--- src/rtl/bps_pkg.sv ---
// Package: shared constants and plane-ordering helpers for the bit-plane
// serializer. Assumes exactly four bit lines per sample (two I, two Q).
package bps_pkg;

    localparam int LANES = 4;
    localparam int PLW   = 2;   // width of a plane index

    typedef enum logic [1:0] {
        MODE_P0    = 2'd0,
        MODE_P01   = 2'd1,
        MODE_P02   = 2'd2,
        MODE_P0123 = 2'd3
    } plane_mode_e;

    // Number of planes sent per slice for a given mode.
    function automatic logic [PLW:0] planes_in_mode(input plane_mode_e m);
        case (m)
            MODE_P0:    return 3'd1;
            MODE_P01:   return 3'd2;
            MODE_P02:   return 3'd2;
            default:    return 3'd4;
        endcase
    endfunction

    // Plane number sent in position idx of the slice for a given mode.
    function automatic logic [PLW-1:0] plane_at(input plane_mode_e m, input logic [PLW-1:0] idx);
        if (m == MODE_P02 && idx == 2'd1) return 2'd2;
        return idx;
    endfunction

endpackage

--- src/rtl/bps_capture.sv ---
// Module: bps_capture
// Collects one bit per lane on every sample strobe into per-lane holding
// registers. On the strobe that completes a slice, it presents the full slice
// (including the bit arriving on that strobe) together with a one-cycle
// slice_done. The oldest sample ends up at the MSB of each lane word.
// Assumes: strobe is a single-cycle pulse; en low clears the fill count.
module bps_capture
    import bps_pkg::*;
#(
    parameter int SLICE_LEN = 16
) (
    input  logic                                  clk,
    input  logic                                  rst_n,
    input  logic                                  en,
    input  logic                                  tick,
    input  logic [LANES-1:0]                      data,
    output logic                                  slice_done,
    output logic [LANES-1:0][SLICE_LEN-1:0]       slice_bits
);

    localparam int CNTW = $clog2(SLICE_LEN);
    localparam logic [CNTW-1:0] LAST = CNTW'(SLICE_LEN - 1);

    logic [LANES-1:0][SLICE_LEN-1:0] hold;
    logic [CNTW-1:0]                 fill;

    // Full slice view: stored bits followed by the bit arriving now.
    for (genvar k = 0; k < LANES; k++) begin : g_lane
        assign slice_bits[k] = {hold[k][SLICE_LEN-2:0], data[k]};
    end

    assign slice_done = en && tick && (fill == LAST);

    // Shift a new bit into every lane and track how full the slice is.
    always_ff @(posedge clk) begin
        if (!rst_n || !en) begin
            hold <= '0;
            fill <= '0;
        end else if (tick) begin
            for (int k = 0; k < LANES; k++) begin
                hold[k] <= slice_bits[k];
            end
            fill <= (fill == LAST) ? '0 : fill + 1'b1;
        end
    end

    AST_FILL_RESTARTS: assert property (@(posedge clk) disable iff (!rst_n)
        slice_done |=> (fill == '0));

    AST_DISABLE_CLEARS: assert property (@(posedge clk) disable iff (!rst_n)
        !en |=> (fill == '0));

endmodule

--- src/rtl/bps_plane_shifter.sv ---
// Module: bps_plane_shifter
// Takes a completed slice into its shift registers and sends the planes
// chosen by the mode latched at load time. Each plane goes out as a
// contiguous segment, MSB (oldest sample) first, and the output is padded
// with zeros once the selected planes are done. A new load always restarts
// the sequence.
// Assumes: the serial clock is fast enough that a slice is fully sent
// before the next load (2x the sample rate for two planes, 4x for four).
module bps_plane_shifter
    import bps_pkg::*;
#(
    parameter int SLICE_LEN = 16
) (
    input  logic                                  clk,
    input  logic                                  rst_n,
    input  logic                                  en,
    input  logic                                  load,
    input  logic [LANES-1:0][SLICE_LEN-1:0]       slice_in,
    input  logic [1:0]                            mode,
    output logic                                  ser_out,
    output logic                                  seg_sync
);

    localparam int BCW = $clog2(SLICE_LEN);
    localparam logic [BCW-1:0] BLAST = BCW'(SLICE_LEN - 1);

    logic [LANES-1:0][SLICE_LEN-1:0] sreg;
    plane_mode_e                     mode_q;
    logic [PLW-1:0]                  pos;
    logic [BCW-1:0]                  bcnt;
    logic                            busy;
    logic [PLW-1:0]                  cur;
    logic [PLW:0]                    nplanes;

    assign cur      = plane_at(mode_q, pos);
    assign nplanes  = planes_in_mode(mode_q);
    assign ser_out  = busy && sreg[cur][SLICE_LEN-1];
    assign seg_sync = busy && (bcnt == '0);

    // Load a slice, then walk through its bits and the selected planes.
    always_ff @(posedge clk) begin
        if (!rst_n || !en) begin
            sreg   <= '0;
            mode_q <= MODE_P0;
            pos    <= '0;
            bcnt   <= '0;
            busy   <= 1'b0;
        end else if (load) begin
            sreg   <= slice_in;
            mode_q <= plane_mode_e'(mode);
            pos    <= '0;
            bcnt   <= '0;
            busy   <= 1'b1;
        end else if (busy) begin
            sreg[cur] <= {sreg[cur][SLICE_LEN-2:0], 1'b0};
            bcnt      <= bcnt + 1'b1;
            if (bcnt == BLAST) begin
                if ({1'b0, pos} == nplanes - 1'b1) begin
                    busy <= 1'b0;
                end else begin
                    pos <= pos + 1'b1;
                end
            end
        end
    end

    AST_LOAD_STARTS_SEGMENT: assert property (@(posedge clk) disable iff (!rst_n)
        (en && load) |=> seg_sync);

    AST_SYNC_ONE_CYCLE: assert property (@(posedge clk) disable iff (!rst_n)
        (seg_sync && !load) |=> !seg_sync);

    AST_QUIET_WHEN_OFF: assert property (@(posedge clk) disable iff (!rst_n)
        !en |=> (!ser_out && !seg_sync));

endmodule

--- src/rtl/bps_time_sync.sv ---
// Module: bps_time_sync
// Counts sample strobes and emits a one-cycle pulse, in the cycle after the
// strobe that completes each period of BASE << sel strobes.
// Assumes: sel is held steady while streaming; en low restarts the count.
module bps_time_sync #(
    parameter int BASE  = 128,
    parameter int SEL_W = 3
) (
    input  logic             clk,
    input  logic             rst_n,
    input  logic             en,
    input  logic             tick,
    input  logic [SEL_W-1:0] sel,
    output logic             pulse
);

    localparam int CW = $clog2(BASE) + (1 << SEL_W) - 1;

    logic [CW-1:0] tcnt;
    logic [CW-1:0] last_cnt;

    assign last_cnt = CW'((BASE << sel) - 1);

    // Advance the strobe count and fire at the end of every period.
    always_ff @(posedge clk) begin
        if (!rst_n || !en) begin
            tcnt  <= '0;
            pulse <= 1'b0;
        end else begin
            pulse <= 1'b0;
            if (tick) begin
                if (tcnt >= last_cnt) begin
                    tcnt  <= '0;
                    pulse <= 1'b1;
                end else begin
                    tcnt <= tcnt + 1'b1;
                end
            end
        end
    end

    AST_TS_AFTER_TICK: assert property (@(posedge clk) disable iff (!rst_n)
        pulse |-> $past(tick));

    AST_TS_SINGLE: assert property (@(posedge clk) disable iff (!rst_n)
        pulse |=> !pulse);

endmodule

--- src/rtl/bitplane_serializer.sv ---
// Module: bitplane_serializer (top)
// Captures 4-bit I/Q samples into 16-sample slices, transposes them into
// bit planes and streams a mode-selected subset of planes serially, with a
// segment-start marker and a periodic time-sync pulse.
// Assumes: single clock (the serial clock); samples arrive as one-cycle
// strobes at a rate that leaves room for the selected planes.
module bitplane_serializer
    import bps_pkg::*;
#(
    parameter int SLICE_LEN = 16,
    parameter int TS_BASE   = 128,
    parameter int TS_SEL_W  = 3
) (
    input  logic                clk,
    input  logic                rst_n,
    input  logic                strm_en,
    input  logic                smp_tick,
    input  logic [LANES-1:0]    smp_data,
    input  logic [1:0]          plane_mode,
    input  logic [TS_SEL_W-1:0] ts_sel,
    output logic                ser_out,
    output logic                seg_sync,
    output logic                time_sync
);

    logic                            slice_done;
    logic [LANES-1:0][SLICE_LEN-1:0] slice_bits;

    bps_capture #(.SLICE_LEN(SLICE_LEN)) u_capture (
        .clk        (clk),
        .rst_n      (rst_n),
        .en         (strm_en),
        .tick       (smp_tick),
        .data       (smp_data),
        .slice_done (slice_done),
        .slice_bits (slice_bits)
    );

    bps_plane_shifter #(.SLICE_LEN(SLICE_LEN)) u_shifter (
        .clk      (clk),
        .rst_n    (rst_n),
        .en       (strm_en),
        .load     (slice_done),
        .slice_in (slice_bits),
        .mode     (plane_mode),
        .ser_out  (ser_out),
        .seg_sync (seg_sync)
    );

    bps_time_sync #(.BASE(TS_BASE), .SEL_W(TS_SEL_W)) u_tsync (
        .clk   (clk),
        .rst_n (rst_n),
        .en    (strm_en),
        .tick  (smp_tick),
        .sel   (ts_sel),
        .pulse (time_sync)
    );

    AST_SYNC_MARKS_DATA_ONLY: assert property (@(posedge clk) disable iff (!rst_n)
        seg_sync |-> strm_en || $past(strm_en));

    AST_RESET_QUIET: assert property (@(posedge clk)
        !rst_n |=> (!ser_out && !seg_sync && !time_sync));

endmodule

--- config.mk ---
export PLATFORM = sky130hd
export DESIGN_NAME = bitplane_serializer
export DESIGN_NICKNAME = d
export VERILOG_FILES = /design/src/rtl/bps_pkg.sv /design/src/rtl/bps_capture.sv /design/src/rtl/bps_plane_shifter.sv /design/src/rtl/bps_time_sync.sv /design/src/rtl/bitplane_serializer.sv
export SDC_FILE = /design/constraint.sdc
export NUM_CORES = 1
export LEC_CHECK = 0
export ABC_CLOCK_PERIOD_IN_PS = 3000
export CAP_MARGIN = 20
export CORE_MARGIN = 4
export CORE_UTILIZATION = 56
export DETAILED_ROUTE_END_ITERATION = 8
export PLACE_DENSITY = 0.76
export RECOVER_POWER = 50
export REMOVE_ABC_BUFFERS = 1
export SYNTH_ARGS = -nofsm -noshare
export SYNTH_HDL_FRONTEND = slang
export SYNTH_SLANG_ARGS = --single-unit
--- constraint.sdc ---
create_clock -name clk -period 3 [get_ports clk]
set_clock_uncertainty 0.05 [all_clocks]
set_input_delay 0.45 -clock clk [delete_from_list [all_inputs] [get_ports clk]]
set_output_delay 0.45 -clock clk [all_outputs]
set_load 0.005 [all_outputs]
==> reports/qor.txt, run 1 <==
share of cells above drive strength 1: 0.0901
detailed-route wire length per cell: 16.9 µm
Critical Path Start Type: input pin
Bufs on Longest Clock Path: 2
cell count after synthesis: 765
largest family of logic cells by synthesized area: compound AO/OA/AOI/OAI gates
clock slew at reported path FFs: 0.06 ns
Die W: 119 µm
Min Hold Slack: 0.422 ns
clock sinks: 152
Final Max Slew Viols: 0
Synth Area in XOR/XNOR: 0.0189
# port buffers: 15
Lkg Pwr: 2.80 nW
CTS tree: built
H-tree depth: 4
area grow syn2layout: 13.6%
Worst EP arrival: 3.12 ns
Tmin final: 2.86 ns
synth unique cells: 53
initial drt markers: 449
setup TNS: 0 ns
detailed-route vias per instance: 6.12
Hold Vio Cnt, Final: 0
measured slew at the worst slew-check pin: 0.982 ns
kind of critical path: input pin to flip-flop
RSZ-0062 raised after global routing: no
fin nets: 803
Peak VDD IR: 358 µV
max_slew headroom: 0.345
status: complete, no violations
Seq/Total Area, Yosys: 0.439
overflow left after global routing: 0
drt total wl: 16.2 mm
wl on met1: 7.28 mm
Adder-Cell Fraction of Synth Area: 0.0271
Mapped Area: 6940 µm²
Initial Utilization: 0.575
Synth Area in Compound Gates: 0.205
DR WL met3: 657 µm
FF+latch area: 3040 µm²
root buffer cell: clkbuf_16
TritonCTS buffer count: 17
diode count: 0
vias in the first global route: 5862
DP HPWL: 10.3 mm
worst skew pair latency: 0.42 ns
hold crit path type: flip-flop to flip-flop
ANT nets after route: 0
Worst Path Max Fanout: 5
mux cell area share after synthesis: 0.114
Worst EP required: 3.26 ns
Warnings, synthesis: 0
power per cell area: 531 nW/µm²
fraction of registers with async set/reset: 0
top-count cell post-synth: dfxtp_1
max cap viols: 0
Die H: 119 µm
Final GP Congestion: 0.794
antenna violations before repair: 0
core box area: 12100 µm²
Final setup viols: 0
simple-gate share of the synthesized area: 0.145
wire length on met2: 7.90 mm
IO Count: 16
Via Count: 5847
Final Core Density: 0.653
multi-input gate area in the final layout: 3580 µm²
DRT Pass-1 Iters: 5
Post-synth top cells: dfxtp_1 (152), nor2_1 (80), mux2i_1 (78), o21ai_0 (72), nand2_1 (69)
CP Capture Type: flip-flop
Yosys top cell area share: 0.439
die area: 14200 µm²
Mean Syn Cell Area: 9.07 µm²
Top Metal Used: met4
Top FF cell, synth: dfxtp_1
largest net degree at the start of global routing: 61
EDFF count, synth: 0
top cells by area, synth: dfxtp_1 (44%), mux2i_1 (11%), o21ai_0 (5.2%)
largest area contributor in the netlist: dfxtp_1
cell row count: 40
Synth Register Bits: 152
fill count: 1001
gr usage total: 0.237
FMAX: 350 MHz
final critical-path share of the clock period: 0.953
drc violations: 0
first-pass GRT wire length: 27.9 mm
Pwr Total: 4.18 mW
## worst paths after layout
path / cells after the start / endpoint / slack (ns) / from
min reg2reg: 2 / u_shifter.sreg[48] / 0.42 / u_shifter.sreg[48]
max reg2reg: 7 / u_shifter.sreg[45] / 0.43 / u_shifter.pos[1]
max: 13 / u_tsync.tcnt[4] / 0.14 / ts_sel[0]
min: 2 / u_shifter.sreg[48] / 0.42 / u_shifter.sreg[48]
## cells in the final DEF (no fill, tap or decap), types with 3 or more instances in the layout
| cell | count |
|---|---|
| nand3_1 | 15 |
| o2bb2ai_1 | 15 |
| and4_1 | 3 |
| o21ai_0 | 72 |
| clkbuf_16 | 17 |
| and2_1 | 4 |
| ha_1 | 14 |
| nand3b_1 | 5 |
| nor3b_1 | 3 |
| nor3_1 | 3 |
| a31oi_1 | 3 |
| a21oi_1 | 14 |
| a22oi_1 | 15 |
| clkinvlp_4 | 6 |
| nand2_1 | 69 |
| nand4_1 | 12 |
| xor2_1 | 10 |
| dfxtp_1 | 152 |
| o31ai_1 | 4 |
| a221oi_1 | 31 |
| nor2_1 | 80 |
| clkbuf_1 | 3 |
| clkinv_2 | 3 |
| clkdlybuf4s50_1 | 11 |
| mux2i_1 | 78 |
| nand2b_1 | 3 |
| o221ai_1 | 15 |
| o21ai_1 | 5 |
| inv_1 | 25 |
| or3_1 | 3 |
| buf_4 | 29 |
| xnor2_1 | 5 |
| a32oi_1 | 15 |
| a21o_1 | 6 |
| and3_1 | 4 |
## where the power goes
group | switching [mW] | total [mW] | leakage [nW] | internal [mW]
clock | 0.824 | 2.00 | 0.258 | 1.18
sequential | 0.00415 | 2.03 | 1.22 | 2.02
combinational | 0.0889 | 0.153 | 1.32 | 0.0639
total | 0.917 | 4.18 | 2.80 | 3.27
## repair_timing
action | 4_1_cts | 5_1_grt
resized for setup | 2 | 2
hold buffers | 0 | 0
endpoints found under the hold margin | 0 | 0
endpoints found under the setup margin | 12 | 15
pin swaps | 1 | 2
cloned | 1 | 0
buffers inserted | 0 | 1
## routing by layer
metal / GRT usage / vias to the layer above
li1: - / 2830
met1: 0.297 / 2827
met4: 0.0941 / 0
met2: 0.397 / 155
met3: 0.0513 / 35
met5: 0 / -
## worst max-delay path: stages
cell and delay [ns]:
clkdlybuf4s50_1 0.45, nor3_2 0.22, inv_1 0.07, ha_2 0.22, nor3_1 0.16, a21o_1 0.11
a21oi_1 0.06, ha_1 0.29, nand4_1 0.14, or4_4 0.57, buf_4 0.19, nand4_1 0.11
nand3_1 0.08
## final cells by class
cell class	instances	area share
Tap cell	168	0.0267
Timing Repair Buffer	46	0.0494
Clock inverter	11	0.0125
Multi-Input combinational cell	532	0.454
Inverter	26	0.0124
Sequential cell	152	0.386
Clock buffer	21	0.0584
## metrics by stage
| step | setup slack, ns | cells | instance area, µm² |
|---|---|---|---|
| floorplan | -2.26 | 709 | 6680 |
| global placement | -0.371 | 922 | 7290 |
| detailed placement | -0.535 | 922 | 7290 |
| CTS | 0.0239 | 955 | 7870 |
| global route | 0.0123 | 956 | 7880 |
| finish | 0.141 | 956 | 7880 |
## cell families after synthesis
| group | Yosys count |
|---|---|
| buffers and inverters | 82 |
| AND/OR/NAND/NOR | 217 |
| adder cells (fa/ha/maj) | 15 |
| flip-flops | 152 |
| XOR/XNOR | 15 |
| multiplexers | 79 |
| AO/OA/AOI/OAI | 205 |
## state kept, by name, indices dropped and copies added, names as in the netlist
register / count
u_capture.fill: 4
u_capture.slice_bits: 60
u_shifter.bcnt: 4
u_shifter.busy: 1
u_shifter.mode_q: 2
u_shifter.pos: 2
u_shifter.sreg: 64
u_tsync.pulse: 1
u_tsync.tcnt: 14
Note: power is estimated with default switching activity, not from simulation.
==> run 2, diff against run 1 <==
--- a/config.mk
+++ b/config.mk
@@ -10,6 +10,7 @@
 export CORE_MARGIN = 4
 export CORE_UTILIZATION = 56
 export DETAILED_ROUTE_END_ITERATION = 8
+export GPL_ROUTABILITY_DRIVEN = 0
 export PLACE_DENSITY = 0.76
 export RECOVER_POWER = 50
 export REMOVE_ABC_BUFFERS = 1
==> reports/qor.txt, run 2 (synthesized netlist as in run 1, its figures left out) <==
status: complete, no violations (unchanged)
CP peak stage delay: 0.59 ns (was 0.57 ns)
clock slew at reported path FFs: 0.05 ns (was 0.06 ns)
Peak VDD IR: 389 µV (was 358 µV)
power per cell area: 522 nW/µm² (was 531 nW/µm²)
Final setup viols: 0 (unchanged)
hold crit path type: input pin to flip-flop (was flip-flop to flip-flop)
clock sinks: 152 (unchanged)
drc violations: 0 (unchanged)
placed instance area: 7250 µm² (was 7290 µm²)
Biggest register: u_shifter.sreg (unchanged)
# port buffers: 15 (unchanged)
vias in the first global route: 5721 (was 5862)
final instance area: 7830 µm² (was 7880 µm²)
antenna violations before repair: 0 (unchanged)
cell row count: 40 (unchanged)
Min Hold Slack: 0.395 ns (was 0.422 ns)
drt total wl: 16.2 mm (about the same)
Gate power share: 0.038 (was 0.037)
root buffer cell: clkbuf_16 (unchanged)
area grow syn2layout: 12.8% (was 13.6%)
first-pass GRT wire length: 27.3 mm (was 27.9 mm)
ANT nets after route: 0 (unchanged)
TritonCTS buffer count: 17 (unchanged)
net switching power: 0.852 mW (was 0.917 mW)
DRT Pass-1 Iters: 5 (unchanged)
initial drt markers: 439 (was 449)
max reg flops: 64 (unchanged)
Final Max Slew Viols: 0 (unchanged)
worst skew pair latency: 0.42 ns (about the same)
core box area: 12100 µm² (unchanged)
Die H: 119 µm (unchanged)
Worst EP arrival: 3.19 ns (was 3.12 ns)
Hold Vio Cnt, Final: 0 (unchanged)
power share of the clock group: 0.466 (was 0.479)
die area: 14200 µm² (unchanged)
detailed-route vias per instance: 6.19 (was 6.12)
gr usage total: 0.233 (was 0.237)
H-tree depth: 4 (unchanged)
most frequent cells in the layout: dfxtp_1 (152), nor2_1 (79), mux2i_1 (78) (was dfxtp_1 (152), nor2_1 (80), mux2i_1 (78))
fin cells: 948 (was 956)
share of cells above drive strength 1: 0.0808 (was 0.0901)
DP HPWL: 10.0 mm (was 10.3 mm)
Pwr Total: 4.09 mW (was 4.18 mW)
max_slew headroom: 0.193 (was 0.345)
diode count: 0 (unchanged)
Worst EP required: 3.25 ns (was 3.26 ns)
Critical Path Start Type: input pin (unchanged)
fin nets: 799 (was 803)
Sequential Power Share: 0.496 (was 0.484)
Bufs on Longest Clock Path: 2 (unchanged)
Sw Share: 0.208 (was 0.219)
IO Count: 16 (unchanged)
hold path cells: 2 (unchanged)
Die W: 119 µm (unchanged)
CTS tree: built (unchanged)
commonest non-fill, non-tap cell in the layout: dfxtp_1 (unchanged)
FMAX: 340 MHz (was 350 MHz)
Initial Utilization: 0.575 (unchanged)
CP Cell Sequence: clkdlybuf4s50_1 > nor3_2 > inv_1 > ha_2 > nor3_1 > a21o_1 > a21oi_1 > ha_1 > nand4_1 > or4_4 > a31oi_4 > nor2_1 (was clkdlybuf4s50_1 > nor3_2 > inv_1 > ha_2 > nor3_1 > a21o_1 > a21oi_1 > ha_1 > nand4_1 > or4_4 > buf_4 > nand4_1 > nand3_1)
final critical-path share of the clock period: 0.980 (was 0.953)
placed instance count: 916 (was 922)
CTS Hold Bufs: 0 (unchanged)
internal power: 3.24 mW (was 3.27 mW)
overflow left after global routing: 0 (unchanged)
Via Count: 5866 (was 5847)
Lkg Pwr: 2.77 nW (was 2.80 nW)
measured slew at the worst slew-check pin: 1.21 ns (was 0.982 ns)
max cap viols: 0 (unchanged)
Tmin final: 2.94 ns (was 2.86 ns)
reg2reg path depth: 7 (unchanged)
setup TNS: 0 ns (unchanged)
fill count: 998 (was 1001)
largest net degree at the start of global routing: 63 (was 61)
Worst Path Max Fanout: 5 (unchanged)
detailed-route wire length per cell: 17.1 µm (was 16.9 µm)
kind of critical path: input pin to flip-flop (unchanged)
critical path's slowest cell: or4_4 (unchanged)
CP Capture Type: flip-flop (unchanged)
run 2: cell count changes in the layout (fill, tap and decap cells not counted), sizes merged:
cell and delta:
or4 +1, bufinv -1, clkinv -3, clkbuf +5, inv -1, buf -5, clkinvlp -4
run 2: area by class of cell:
class / count / area, µm² / share of cell area
multi-input cells: 533 / 3600 / 0.460
inverters: 26 / 97.6 / 0.0125
clock buffers: 26 / 509 / 0.0651
well taps: 168 / 210 / 0.0269
repair buffers: 41 / 353 / 0.0451
clock inverters: 2 / 15.0 / 0.00192
flip-flops and latches: 152 / 3040 / 0.389
run 2: routing by layer:
layer  global-route usage  vias up  share of wire
met5                    0        -              0
met4               0.0941        0          0.020
met3               0.0451       33          0.042
met2                0.396      172           0.49
met1                0.289     2850           0.45
li1                     -     2811              -
run 2: what timing repair did:
item | CTS | global route
setup buffers | 0 | 2
pin swaps | 1 | 5
gates cloned | 1 | 1
gates resized for setup | 2 | 4
endpoints found under the setup margin | 15 | 13
run 2: critical path, delay by kind of cell:
family,cells,cell delay [ns]
and+or+nand+nor,5,1.22
adders and majority gates,2,0.53
buffers and inverters,2,0.52
AOI/OAI and AO/OA,3,0.44
run 2: metrics by stage:
step,util,setup slack [ns]
finish,0.649,0.0604
global route,0.649,-0.00228
CTS,0.646,0.0345
detailed placement,0.601,-0.671
global placement,0.601,-0.397
floorplan,-,-2.26
run 2: power groups by stage:
stage	Sequential, mW	Clock, mW	Combinational [mW]
3_3_place_gp	2.07	0	0.141
4_1_cts	2.03	1.93	0.150
3_5_place_dp	2.07	0	0.147
6_report	2.03	1.91	0.154
2_1_floorplan	2.07	0	0.0697
5_1_grt	2.03	2.03	0.165
run 2: final timing paths:
kind,slack [ns],from,endpoint
setup / recovery,0.06,ts_sel[1],u_tsync.tcnt[9]
hold / removal,0.39,smp_tick,u_tsync.pulse
setup reg to reg,0.47,u_shifter.pos[1],u_shifter.sreg[38]
hold reg to reg,0.42,u_capture.slice_bits[63],u_shifter.sreg[63]
==> run 3, diff against run 2 <==
--- a/config.mk
+++ b/config.mk
@@ -5,8 +5,10 @@
 export SDC_FILE = /design/constraint.sdc
 export NUM_CORES = 1
 export LEC_CHECK = 0
+export ABC_AREA = 1
 export ABC_CLOCK_PERIOD_IN_PS = 3000
 export CAP_MARGIN = 20
+export CORE_ASPECT_RATIO = 1.4
 export CORE_MARGIN = 4
 export CORE_UTILIZATION = 56
 export DETAILED_ROUTE_END_ITERATION = 8
==> reports/qor.txt, run 3 <==
Critical R2R Capture: u_shifter.sreg[31] (was u_shifter.sreg[38])
pre-CTS setup slack: 0.00715 ns (was -0.671 ns)
antenna violations before repair: 0 (unchanged)
die area: 14900 µm² (was 14200 µm²)
clock slew at reported path FFs: 0.06 ns (was 0.05 ns)
most frequent cells in the layout: nand2_1 (243), nand3_1 (170), dfxtp_1 (151) (was dfxtp_1 (152), nor2_1 (79), mux2i_1 (78))
Peak VDD IR: 366 µV (was 389 µV)
share of cells above drive strength 1: 0.0660 (was 0.0808)
kind of critical path: flip-flop to output port (was input pin to flip-flop)
global routing usage on met2: 0.463 (was 0.396)
crit path from: u_shifter.pos[1] (was ts_sel[1])
fin nets: 1076 (was 799)
Hold Vio Cnt, Final: 0 (unchanged)
measured slew at the worst slew-check pin: 2.00 ns (was 1.21 ns)
Via Count: 6666 (was 5866)
overflow left after global routing: 0 (unchanged)
Worst EP arrival: 2.40 ns (was 3.19 ns)
top cells by area, synth: dfxtp_1 (42%), nand2_1 (13%), nand3_1 (12%) (was dfxtp_1 (44%), mux2i_1 (11%), o21ai_0 (5.2%))
Die W: 104 µm (was 119 µm)
detailed-route wire length per cell: 14.4 µm (was 17.1 µm)
drc violations: 0 (unchanged)
Synth Register Bits: 152 (unchanged)
Tmin final: 2.90 ns (was 2.94 ns)
area grow syn2layout: 10.9% (was 12.8%)
Initial Utilization: 0.569 (was 0.575)
setup slack, reg-to-reg: 0.24 ns (was 0.47 ns)
Die H: 143 µm (was 119 µm)
Seq/Total Area, Yosys: 0.417 (was 0.439)
max reg flops: 64 (unchanged)
H-tree depth: 4 (unchanged)
Mapped Area: 7290 µm² (was 6940 µm²)
max_slew headroom: -0.331 (was 0.193)
CTS Hold Bufs: 0 (unchanged)
RSZ-0062 raised after global routing: no
CTS tree: built (unchanged)
Post-synth top cells: nand2_1 (244), nand3_1 (169), dfxtp_1 (152), a21oi_1 (138), inv_1 (120) (was dfxtp_1 (152), nor2_1 (80), mux2i_1 (78), o21ai_0 (72), nand2_1 (69))
IO Count: 16 (unchanged)
cell count after synthesis: 1048 (was 765)
gr usage total: 0.244 (was 0.233)
Final Max Slew Viols: 189 (was 0)
hold crit path type: flip-flop to flip-flop (was input pin to flip-flop)
root buffer cell: clkbuf_16 (unchanged)
Critical Path Start Type: flip-flop (was input pin)
Yosys top cell area share: 0.417 (was 0.439)
DP HPWL: 11.3 mm (was 10.0 mm)
diode count: 0 (unchanged)
ANT nets after route: 0 (unchanged)
CP Capture Type: output port (was flip-flop)
commonest non-fill, non-tap cell in the layout: nand2_1 (was dfxtp_1)
fraction of registers with async set/reset: 0 (unchanged)
Final setup viols: 0 (unchanged)
GRT busiest layer: met2 (unchanged)
Top FF cell, synth: dfxtp_1 (unchanged)
Warnings, synthesis: 0 (unchanged)
detailed-route vias per instance: 5.50 (was 6.19)
status: finished, violations left (was complete, no violations)
top-count cell post-synth: nand2_1 (was dfxtp_1)
setup TNS: 0 ns (unchanged)
synth unique cells: 33 (was 53)
first-pass GRT wire length: 29.4 mm (was 27.3 mm)
cell row count: 49 (was 40)
clock sinks: 152 (unchanged)
Mean Syn Cell Area: 6.96 µm² (was 9.07 µm²)
FMAX: 345 MHz (was 340 MHz)
EDFF count, synth: 0 (unchanged)
Worst setup endpoint: ser_out (was u_tsync.tcnt[9])
# port buffers: 15 (unchanged)
Worst Path Max Fanout: 17 (was 5)
reg-to-reg critical path startpoint: u_capture.fill[0] (was u_shifter.pos[1])
placed instance area: 7520 µm² (was 7250 µm²)
Min Hold Slack: 0.413 ns (was 0.395 ns)
initial drt markers: 270 (was 439)
final instance area: 8090 µm² (was 7830 µm²)
core box area: 12800 µm² (was 12100 µm²)
met3 usage: 0.0525 (was 0.0451)
M1 GR Usage: 0.262 (was 0.289)
largest net degree at the start of global routing: 96 (was 63)
Bufs on Longest Clock Path: 2 (unchanged)
TritonCTS buffer count: 17 (unchanged)
Worst EP required: 2.50 ns (was 3.25 ns)
min setup slack post-route: 0.0981 ns (was 0.0604 ns)
failing checks: capacitance limit, slew limit
vias in the first global route: 6313 (was 5721)
max cap viols: 2 (was 0)
Lkg Pwr: 2.94 nW (was 2.77 nW)
largest area contributor in the netlist: dfxtp_1 (unchanged)
worst skew pair latency: 0.43 ns (was 0.42 ns)
final critical-path share of the clock period: 0.967 (was 0.980)
power per cell area: 520 nW/µm² (was 522 nW/µm²)
Biggest register: u_shifter.sreg (unchanged)
reg2reg path depth: 7 (unchanged)
drt total wl: 17.5 mm (was 16.2 mm)
DRT Pass-1 Iters: 5 (unchanged)
==> run 3: timing repair <==
action / CTS / global route
buffers inserted: 3 / 2
pin swaps: 1 / 1
gates resized for setup: 4 / 2
endpoints found under the setup margin: 1 / 1
gates cloned: 0 / 0
==> run 3: stage by stage <==
stage | instances | util | power (mW)
global placement | 1177 | 0.587 | 2.24
floorplan | 989 | - | 2.16
global route | 1213 | 0.631 | 4.34
CTS | 1211 | 0.633 | 4.23
finish | 1213 | 0.631 | 4.20
detailed placement | 1177 | 0.587 | 2.24
==> run 3: power breakdown <==
group | internal [mW] | leakage (nW) | switching [mW]
registers | 2.04 | 1.23 | 0.00952
clock network | 1.20 | 0.270 | 0.811
logic | 0.0449 | 1.44 | 0.101
total | 3.28 | 2.94 | 0.921
==> run 3: worst min path at each step <==
| stage | from | endpoint | slack, ns | depth (start not counted) |
|---|---|---|---|---|
| after detailed placement | u_capture.slice_bits[63] | u_capture.slice_bits[63] | 0.40 | 2 |
| final | u_capture.slice_bits[63] | u_capture.slice_bits[63] | 0.41 | 2 |
| after global routing | u_capture.slice_bits[51] | u_capture.slice_bits[51] | 0.44 | 2 |
| after global placement | u_capture.slice_bits[63] | u_capture.slice_bits[63] | 0.39 | 2 |
| after floorplan | u_capture.slice_bits[63] | u_capture.slice_bits[63] | 0.38 | 2 |
| after CTS | u_capture.slice_bits[63] | u_capture.slice_bits[63] | 0.42 | 2 |
==> run 3: layer usage <==
| metal | share of wire | vias up |
|---|---|---|
| met5 | 0 | - |
| met4 | 0.023 | 0 |
| met3 | 0.034 | 34 |
| met2 | 0.54 | 143 |
| met1 | 0.41 | 3078 |
| li1 | - | 3411 |
==> run 3: area by class of cell <==
cell class	instances	area, µm²
Fill cell	1161	4730
Multi-Input combinational cell	714	3500
Sequential cell	152	3040
Clock buffer	24	482
Inverter	123	464
Timing Repair Buffer	40	335
Tap cell	153	191
Clock inverter	7	70.1
==> run 3: cell families (layout without fill, tap and decap cells) <==
| family | Yosys count | after routing | share of synthesized area |
|---|---|---|---|
| buffers and inverters | 182 | 194 | 0.104 |
| multiplexers | 1 | 1 | 0.00137 |
| AO/OA/AOI/OAI | 209 | 209 | 0.145 |
| adder cells (fa/ha/maj) | 15 | 15 | 0.0257 |
| AND/OR/NAND/NOR | 478 | 478 | 0.293 |
| XOR/XNOR | 11 | 11 | 0.0132 |
| flip-flops | 152 | 152 | 0.417 |
==> run 3: worst max-delay path, cell delays in order (launching register included) <==
cell	delay [ns]
dfxtp_2	0.38
inv_4	0.08
ha_2	0.19
nand3_4	0.11
buf_4	0.14
nand2_4	0.12
a21oi_1	0.19
o21ai_0	0.10
a21oi_1	0.14
clkdlybuf4s50_1	0.51
